<file path="src/rtl/pkdiv_pkg.sv">
`timescale 1ns/1ps
// Package: control word shared by the divider stages.
// Assumes: the flags below travel with an operation from launch to packing.
package pkdiv_pkg;

    typedef struct packed {
        logic word;     // word size selected
        logic sgn;      // signed operands
        logic q_neg;    // quotient must be negated after the magnitude divide
        logic r_neg;    // remainder must be negated after the magnitude divide
        logic mag_ovf;  // magnitude quotient cannot fit N bits
    } pkdiv_ctl_t;

endpackage

</file>
<file path="src/rtl/pkdiv_prep.sv">
`timescale 1ns/1ps
// Module: pkdiv_prep
// Turns raw register values into aligned magnitudes for the restoring core.
// Assumes: HW is even; the byte size uses the low HW/2 bits of the divisor and
// the low HW bits of the dividend. Purely combinational.
module pkdiv_prep
    import pkdiv_pkg::*;
#(
    parameter int HW = 16
) (
    input  logic                     size_word,
    input  logic                     is_signed,
    input  logic [2*HW-1:0]          dividend,
    input  logic [HW-1:0]            divisor,
    output logic [HW-1:0]            mag_hi,
    output logic [HW-1:0]            mag_lo,
    output logic [HW-1:0]            mag_d,
    output logic                     d_zero,
    output logic [$clog2(HW+1)-1:0]  iters,
    output pkdiv_ctl_t               ctl
);
    localparam int BW = HW / 2;
    localparam int DW = 2 * HW;
    localparam int CW = $clog2(HW + 1);

    logic          dvd_sign, dsr_sign, dvd_neg, dsr_neg;
    logic [DW-1:0] dvd_ext, dvd_abs;
    logic [HW-1:0] dsr_ext, dsr_abs;

    // Select sign bits and sign- or zero-extend operands to full width.
    always_comb begin
        dvd_sign = size_word ? dividend[DW-1] : dividend[HW-1];
        dsr_sign = size_word ? divisor[HW-1]  : divisor[BW-1];
        dvd_neg  = is_signed & dvd_sign;
        dsr_neg  = is_signed & dsr_sign;
        dvd_ext  = size_word ? dividend : {{HW{dvd_neg}}, dividend[HW-1:0]};
        dsr_ext  = size_word ? divisor  : {{BW{dsr_neg}}, divisor[BW-1:0]};
    end

    // Take absolute values of the extended operands.
    always_comb begin
        dvd_abs = dvd_neg ? (DW'(0) - dvd_ext) : dvd_ext;
        dsr_abs = dsr_neg ? (HW'(0) - dsr_ext) : dsr_ext;
    end

    // Align magnitudes so byte size leaves its quotient in the low bits.
    always_comb begin
        mag_hi = size_word ? dvd_abs[DW-1:HW] : {{BW{1'b0}}, dvd_abs[HW-1:BW]};
        mag_lo = size_word ? dvd_abs[HW-1:0]  : {dvd_abs[BW-1:0], {BW{1'b0}}};
        mag_d  = dsr_abs;
        d_zero = (dsr_abs == '0);
        iters  = size_word ? CW'(HW) : CW'(BW);
    end

    // Build the control word carried along with the operation.
    always_comb begin
        ctl.word    = size_word;
        ctl.sgn     = is_signed;
        ctl.q_neg   = dvd_neg ^ dsr_neg;
        ctl.r_neg   = dvd_neg;
        ctl.mag_ovf = (mag_hi >= mag_d);
    end

endmodule

</file>
<file path="src/rtl/pkdiv_core.sv">
`timescale 1ns/1ps
// Module: pkdiv_core
// Restoring divide on magnitudes, one quotient bit per clock, with launch
// control. A zero divisor skips the iterations and reports on the next edge.
// Assumes: the remainder seed is below the divisor unless mag_ovf is set,
// in which case the outputs are don't-care. Starts are accepted only when idle.
module pkdiv_core
    import pkdiv_pkg::*;
#(
    parameter int HW = 16
) (
    input  logic                     clk,
    input  logic                     rst_n,
    input  logic                     start,
    input  logic [HW-1:0]            mag_hi,
    input  logic [HW-1:0]            mag_lo,
    input  logic [HW-1:0]            mag_d,
    input  logic                     d_zero,
    input  logic [$clog2(HW+1)-1:0]  iters,
    input  pkdiv_ctl_t               ctl_in,
    input  logic [2*HW-1:0]          orig_in,
    output logic                     fin,
    output logic                     fin_zero,
    output logic [HW-1:0]            quo,
    output logic [HW-1:0]            rem,
    output pkdiv_ctl_t               ctl_out,
    output logic [2*HW-1:0]          orig_out
);
    localparam int DW = 2 * HW;
    localparam int CW = $clog2(HW + 1);

    logic          busy, fin_q, zfin_q, idle, accept, take;
    logic [CW-1:0] cnt;
    logic [HW-1:0] rem_q, quo_q, dsr_q;
    logic [HW:0]   shifted;
    logic [HW+1:0] trial;
    pkdiv_ctl_t    ctl_q;
    logic [DW-1:0] orig_q;

    // Decide whether a start request is taken this cycle.
    always_comb begin
        idle   = !busy && !fin_q && !zfin_q;
        accept = start && idle;
    end

    // One restoring step: shift in the next dividend bit, trial-subtract.
    always_comb begin
        shifted = {rem_q, quo_q[HW-1]};
        trial   = {1'b0, shifted} - {2'b00, dsr_q};
        take    = !trial[HW+1];
    end

    // Sequence control: launch, count down iterations, flag completion.
    always_ff @(posedge clk) begin
        if (!rst_n) begin
            busy   <= 1'b0;
            cnt    <= '0;
            fin_q  <= 1'b0;
            zfin_q <= 1'b0;
        end else begin
            fin_q  <= 1'b0;
            zfin_q <= 1'b0;
            if (accept) begin
                if (d_zero) begin
                    zfin_q <= 1'b1;
                end else begin
                    busy <= 1'b1;
                    cnt  <= iters;
                end
            end else if (busy) begin
                cnt <= cnt - 1'b1;
                if (cnt == CW'(1)) begin
                    busy  <= 1'b0;
                    fin_q <= 1'b1;
                end
            end
        end
    end

    // Datapath: load operands on launch, then apply one step per busy cycle.
    always_ff @(posedge clk) begin
        if (!rst_n) begin
            rem_q  <= '0;
            quo_q  <= '0;
            dsr_q  <= '0;
            ctl_q  <= '0;
            orig_q <= '0;
        end else if (accept) begin
            rem_q  <= mag_hi;
            quo_q  <= mag_lo;
            dsr_q  <= mag_d;
            ctl_q  <= ctl_in;
            orig_q <= orig_in;
        end else if (busy) begin
            rem_q <= take ? trial[HW-1:0] : shifted[HW-1:0];
            quo_q <= {quo_q[HW-2:0], take};
        end
    end

    assign fin      = fin_q;
    assign fin_zero = zfin_q;
    assign quo      = quo_q;
    assign rem      = rem_q;
    assign ctl_out  = ctl_q;
    assign orig_out = orig_q;


    start_ignored_chk: assert property (@(posedge clk) disable iff (!rst_n)
        (busy && start) |=> (dsr_q == $past(dsr_q) && ctl_q == $past(ctl_q) && orig_q == $past(orig_q)));


    fin_after_busy_chk: assert property (@(posedge clk) disable iff (!rst_n)
        fin_q |-> (!busy && $past(busy)));


    rem_below_chk: assert property (@(posedge clk) disable iff (!rst_n)
        (fin_q && !ctl_q.mag_ovf) |-> (rem_q < dsr_q));

endmodule

</file>
<file path="src/rtl/pkdiv_pack.sv">
`timescale 1ns/1ps
// Module: pkdiv_pack
// Applies the signs to the magnitude results, detects quotient overflow,
// packs remainder and quotient and registers the outputs with a done pulse.
// Assumes: fin and fin_zero are single-cycle and never high together.
module pkdiv_pack
    import pkdiv_pkg::*;
#(
    parameter int HW = 16
) (
    input  logic             clk,
    input  logic             rst_n,
    input  logic             fin,
    input  logic             fin_zero,
    input  logic [HW-1:0]    quo,
    input  logic [HW-1:0]    rem,
    input  pkdiv_ctl_t       ctl,
    input  logic [2*HW-1:0]  orig,
    output logic [2*HW-1:0]  result,
    output logic             done,
    output logic             div_zero,
    output logic             overflow,
    output logic             q_zero,
    output logic             q_neg
);
    localparam int BW = HW / 2;
    localparam int DW = 2 * HW;

    logic [HW-1:0] q_fix, r_fix;
    logic          q_top, q_low_any, ovf, qz, qn;
    logic [DW-1:0] packed_val;

    // Restore signs on quotient and remainder.
    always_comb begin
        q_fix = ctl.q_neg ? (HW'(0) - quo) : quo;
        r_fix = ctl.r_neg ? (HW'(0) - rem) : rem;
    end

    // Overflow: magnitude too wide, or signed range exceeded.
    always_comb begin
        q_top     = ctl.word ? quo[HW-1] : quo[BW-1];
        q_low_any = ctl.word ? |quo[HW-2:0] : |quo[BW-2:0];
        ovf       = ctl.mag_ovf | (ctl.sgn & q_top & (!ctl.q_neg | q_low_any));
    end

    // Pack the destination value and derive quotient flags.
    always_comb begin
        packed_val = ctl.word ? {r_fix, q_fix}
                              : {orig[DW-1:HW], r_fix[BW-1:0], q_fix[BW-1:0]};
        qz = ctl.word ? (q_fix == '0) : (q_fix[BW-1:0] == '0);
        qn = ctl.word ? q_fix[HW-1] : q_fix[BW-1];
    end

    // Output registers: update on completion, hold otherwise.
    always_ff @(posedge clk) begin
        if (!rst_n) begin
            result   <= '0;
            done     <= 1'b0;
            div_zero <= 1'b0;
            overflow <= 1'b0;
            q_zero   <= 1'b0;
            q_neg    <= 1'b0;
        end else begin
            done <= fin | fin_zero;
            if (fin_zero) begin
                result   <= orig;
                div_zero <= 1'b1;
                overflow <= 1'b0;
                q_zero   <= 1'b0;
                q_neg    <= 1'b0;
            end else if (fin) begin
                result   <= packed_val;
                div_zero <= 1'b0;
                overflow <= ovf;
                q_zero   <= qz;
                q_neg    <= qn;
            end
        end
    end


    zero_keep_chk: assert property (@(posedge clk) disable iff (!rst_n)
        fin_zero |=> (result == $past(orig) && div_zero && done));


    done_pulse_chk: assert property (@(posedge clk) disable iff (!rst_n)
        done |=> !done);


    zero_no_ovf_chk: assert property (@(posedge clk) disable iff (!rst_n)
        div_zero |-> !overflow);


    hold_chk: assert property (@(posedge clk) disable iff (!rst_n)
        !done |-> ($stable(result) && $stable(overflow) && $stable(div_zero)));

endmodule

</file>
<file path="src/rtl/pkdiv_unit.sv">
`timescale 1ns/1ps
// Module: pkdiv_unit (top)
// Multi-size signed/unsigned divider writing remainder and quotient packed into
// one destination value. Chains operand preparation, the iterative core and
// the result packer.
// Assumes: HW is the word-size quotient width; the dividend is 2*HW bits wide.
module pkdiv_unit
    import pkdiv_pkg::*;
#(
    parameter int HW = 16
) (
    input  logic             clk,
    input  logic             rst_n,
    input  logic             start,
    input  logic             size_word,
    input  logic             is_signed,
    input  logic [2*HW-1:0]  dividend,
    input  logic [HW-1:0]    divisor,
    output logic [2*HW-1:0]  result,
    output logic             done,
    output logic             div_zero,
    output logic             overflow,
    output logic             q_zero,
    output logic             q_neg
);
    localparam int DW = 2 * HW;
    localparam int CW = $clog2(HW + 1);

    logic [HW-1:0] mag_hi, mag_lo, mag_d, quo, rem;
    logic          d_zero, fin, fin_zero;
    logic [CW-1:0] iters;
    pkdiv_ctl_t    ctl_in, ctl_run;
    logic [DW-1:0] orig_run;

    pkdiv_prep #(.HW(HW)) u_prep (
        .size_word (size_word),
        .is_signed (is_signed),
        .dividend  (dividend),
        .divisor   (divisor),
        .mag_hi    (mag_hi),
        .mag_lo    (mag_lo),
        .mag_d     (mag_d),
        .d_zero    (d_zero),
        .iters     (iters),
        .ctl       (ctl_in)
    );

    pkdiv_core #(.HW(HW)) u_core (
        .clk      (clk),
        .rst_n    (rst_n),
        .start    (start),
        .mag_hi   (mag_hi),
        .mag_lo   (mag_lo),
        .mag_d    (mag_d),
        .d_zero   (d_zero),
        .iters    (iters),
        .ctl_in   (ctl_in),
        .orig_in  (dividend),
        .fin      (fin),
        .fin_zero (fin_zero),
        .quo      (quo),
        .rem      (rem),
        .ctl_out  (ctl_run),
        .orig_out (orig_run)
    );

    pkdiv_pack #(.HW(HW)) u_pack (
        .clk      (clk),
        .rst_n    (rst_n),
        .fin      (fin),
        .fin_zero (fin_zero),
        .quo      (quo),
        .rem      (rem),
        .ctl      (ctl_run),
        .orig     (orig_run),
        .result   (result),
        .done     (done),
        .div_zero (div_zero),
        .overflow (overflow),
        .q_zero   (q_zero),
        .q_neg    (q_neg)
    );


    reset_quiet_chk: assert property (@(posedge clk)
        !rst_n |=> (!done && !div_zero && !overflow && result == '0));

endmodule

</file>
<file path="config.mk">
export PLATFORM = sky130hd
export DESIGN_NAME = pkdiv_unit
export DESIGN_NICKNAME = d
export VERILOG_FILES = /design/src/rtl/pkdiv_pkg.sv /design/src/rtl/pkdiv_prep.sv /design/src/rtl/pkdiv_core.sv /design/src/rtl/pkdiv_pack.sv /design/src/rtl/pkdiv_unit.sv
export SDC_FILE = /design/constraint.sdc
export NUM_CORES = 1
export LEC_CHECK = 0
export ABC_AREA = 1
export BUFFER_PORTS_ARGS = -buffer_cell sky130_fd_sc_hd__buf_4
export CAP_MARGIN = 10
export CORE_ASPECT_RATIO = 0.8
export CORE_UTILIZATION = 55
export CTS_CLUSTER_SIZE = 20
export DETAILED_ROUTE_END_ITERATION = 10
export PLACE_DENSITY = 0.78
export REMOVE_ABC_BUFFERS = 1
export SLEW_MARGIN = 20
export SYNTH_ARGS = -nofsm -noshare
export SYNTH_HDL_FRONTEND = slang
export SYNTH_SLANG_ARGS = --single-unit
</file>
<file path="constraint.sdc">
create_clock -name clk -period 2.9 [get_ports clk]
set_input_delay 0.725 -clock clk [delete_from_list [all_inputs] [get_ports clk]]
set_output_delay 0.725 -clock clk [all_outputs]
set_load 0.005 [all_outputs]
</file>
==> flow_metrics.tcl <==
set metrics [dict create \
    vdd_ir_drop_max_uv 416.5 \
    cts_buffers 17 \
    ctsHoldBuffers 0 \
    critPathArrivalTime_ps 3250 \
    grt.overflow.total 0 \
    hold_class "flip-flop to flip-flop" \
    synth_compound_area_share_pct 19.84 \
    synthMuxAreaShare_pct 0 \
    criticalPathCategory "primary input to flip-flop" \
    synth_area_leader_cell "dfxtp_1" \
    placed_area_mm2 0.01169 \
    yosys_warnings 0 \
    powerDensity_mw_per_mm2 557.9 \
    syn_to_final_growth_pct 34.30 \
    synth_seq_cells 130 \
    final_cell_area_mm2 0.01281 \
    io_pins 90 \
    maxCapViolCount 0 \
    skew_ps 24.59 \
    grt_pass1_wl_um 54230 \
    fmax_ghz 0.3457 \
    fin_crit_sh_pct 99.75 \
    crit_required_ps 3260 \
    yosys_most_used_dff "dfxtp_1" \
    ant_nets 0 \
    wl_per_cell_um 17.99 \
    cts_sinks 130 \
    final_cells 2000 \
    diodes 0 \
    design.core.area_mm2 0.01676 \
    fp.dieW_um 149.3 \
    ys_top_cells_by_area "dfxtp_1, nand2_1, o21ai_0" \
    yosys.area_share.simple_pct 32.38 \
    ys_seq_area_share_pct 27.28 \
    die-area_mm2 0.01788 \
    clockBufferDepth 2 \
    vias 11490 \
    period_needed_ps 2893 \
    port_buffers 89 \
    yosys.area_share.xor_xnor_pct 4.209 \
    fin_nets 1859 \
    hold_viol_final 0 \
    routed_via_density 5.744 \
    syn_area_per_cell_um2 6.319 \
    drt_iter0_markers 1289 \
    path_max_fanout 7 \
    synth_enable_flop_cells 0 \
    p_leak_nw 6.260 \
    dr.pass1.iters 7 \
    row_count 42 \
    finalSetupViolations 0 \
    status "complete, no violations" \
    dp_cells 1953 \
    tritoncts "built" \
    grt_max_degree 53 \
    gp_congestion 0.9768 \
    clk_pin_slew_worst_paths_ps 70 \
    cp-start-kind "primary input" \
    die_h_um 119.8 \
    end_kind "flip-flop" \
    synth_cell_types 50 \
    max-slew-margin-rel_pct 54.91 \
    tightest_slew_ps 673.8 \
    syn_area_mm2 0.009542 \
    rsz0062_at_grt "true" \
    layout-drive-gt1-share_pct 26.57 \
    slew_violations 0 \
    route.final.wire_length_um 35990 \
    drc 0 \
    async_flop_share_pct 0 \
    clock_latency_ps 440 \
    cts-htree-levels 4 \
    start_util_pct 56.92 \
    finalPower_mw 7.149 \
    grt_util_all_layers_pct 39.65 \
    syn-instance-count 1510 \
    grt_antenna_before_repair 0 \
    yosysTopAreaCellShare_pct 27.28 \
    dp_hpwl_um 26680 \
    root_buffer "clkbuf_16" \
    synthAdderAreaFrac_pct 5.193 \
    first_global_vias 10250 \
    synth_top_family_by_area "simple AND/OR/NAND/NOR gates" \
]
## cell type report
| cell class | instances | area, um^2 |
|---|---|---|
| multi-input cells | 1117 | 6233 |
| inverters | 199 | 762.0 |
| well taps | 220 | 275.3 |
| flip-flops and latches | 130 | 2603 |
| clock inverters | 15 | 163.9 |
| clock buffers | 17 | 425.4 |
| fillers | 1331 | 3949 |
| repair buffers | 302 | 2352 |
## cell families (layout without fill, tap and decap cells)
kind of cell | after synthesis | count (layout)
DFF | 130 | 130
buffers and inverters | 263 | 533
xor gates and xnor gates | 45 | 45
AOI/OAI and AO/OA | 344 | 344
adders and majority gates | 39 | 39
and+or+nand+nor | 689 | 689
## per-stage QoR
stage	worst slack (ps)	utilization (%)	setup TNS, ps	hold WS [ps]
2_1_floorplan	-1480	-	-24050	426.3
3_3_place_gp	-482.3	69.75	-1194	436.3
3_5_place_dp	-546.0	69.75	-1474	441.4
4_1_cts	4.842	73.48	0	453.9
5_1_grt	-92.37	76.44	-92.37	468.5
6_report	7.157	76.44	0	454.2
## flip-flops by register name, summed over array words and instances, names as in the netlist
signal and cells:
u_pack.div_zero 1, u_pack.q_neg 1, u_core.cnt 5, u_core.orig_out 32
u_core.ctl_out 5, u_core.busy 1, u_core.fin 1, u_core.fin_zero 1
u_core.rem 16, u_core.quo 16, u_pack.q_zero 1, u_pack.overflow 1
u_core.dsr_q 16, u_pack.done 1, u_pack.result 32
## what timing repair did
action / CTS / global route
buffers inserted: 2 / 11
pin swaps: 1 / 38
endpoints found under the hold margin: 0 / 0
gates resized for setup: 7 / 104
cloned: 0 / 2
setup endpoints to repair: 1 / 1
## per-layer routing
metal | vias to the layer above | global-route usage, % | wire [um]
met5 | - | 4.706 | 106
met4 | 2 | 10.84 | 824
met3 | 73 | 11.33 | 4431
met2 | 732 | 56.54 | 14660
met1 | 5210 | 57.00 | 15970
li1 | 5471 | - | -
## cell usage after synthesis (all sizes together), types with 4 or more instances
master    n
nand2   376
inv     199
o21ai   160
a21oi   133
nor2    133
dfxtp   130
nand3   113
clkbuf   42
xor2     39
ha       38
nand4    32
buf      22
nor3     19
o211ai   11
a221oi   10
nand3b    7
a31oi     6
xnor2     6
or2       5
a22oi     4
o21bai    4
o22ai     4
## path summary, 6_finish.rpt
check	from	depth (start not counted)	slack, ps	end
worst max register to register	u_core.quo[15]	14	430	u_core.rem[10]
worst min-delay path	u_core.orig_out[31]	2	450	u_core.orig_out[31]
worst max-delay path	size_word	19	7	u_core.ctl_out[0]
worst min register to register	u_core.orig_out[31]	2	450	u_core.orig_out[31]
## critical path: stages
cell     delay, ps
buf_6          120
inv_6           70
buf_4          130
nand2_2         60
a21oi_4        200
buf_6          140
inv_2           90
nor2_4         110
buf_4          150
nand3_1        120
and2_1         200
ha_1           300
nand4_1        160
inv_1          110
a21oi_2         50
o21a_1         190
o41ai_2         50
nand2_1        110
a21oi_2        150
## placed cells by master (no fill, tap or decap), types with 5 or more instances in the layout
| cell type | instances |
|---|---|
| o21ai_0 | 147 |
| a21oi_1 | 121 |
| or2_2 | 5 |
| a21oi_2 | 8 |
| nand3b_1 | 7 |
| nor2_4 | 14 |
| nor2_1 | 104 |
| xor2_1 | 36 |
| xnor2_1 | 6 |
| o211ai_1 | 11 |
| nor3_2 | 6 |
| nand2_2 | 25 |
| nand3_2 | 14 |
| inv_6 | 8 |
| ha_1 | 32 |
| inv_2 | 17 |
| clkbuf_16 | 18 |
| buf_4 | 288 |
| nand2_1 | 344 |
| inv_1 | 178 |
| nor2_2 | 15 |
| nand4_1 | 31 |
| dfxtp_1 | 130 |
| a31oi_1 | 6 |
| nor3_1 | 12 |
| buf_6 | 8 |
| nand3_1 | 96 |
| o21ai_1 | 9 |
| nand2_4 | 7 |
| a221oi_1 | 10 |
| ha_4 | 6 |
## power by group
group | switching [mW] | internal, mW | total [mW]
Combinational | 1.74 | 1.09 | 2.84
Sequential | 0.159 | 1.94 | 2.09
Clock | 0.995 | 1.22 | 2.22
Total | 2.90 | 4.25 | 7.15
(Power assumes the default switching activity.)
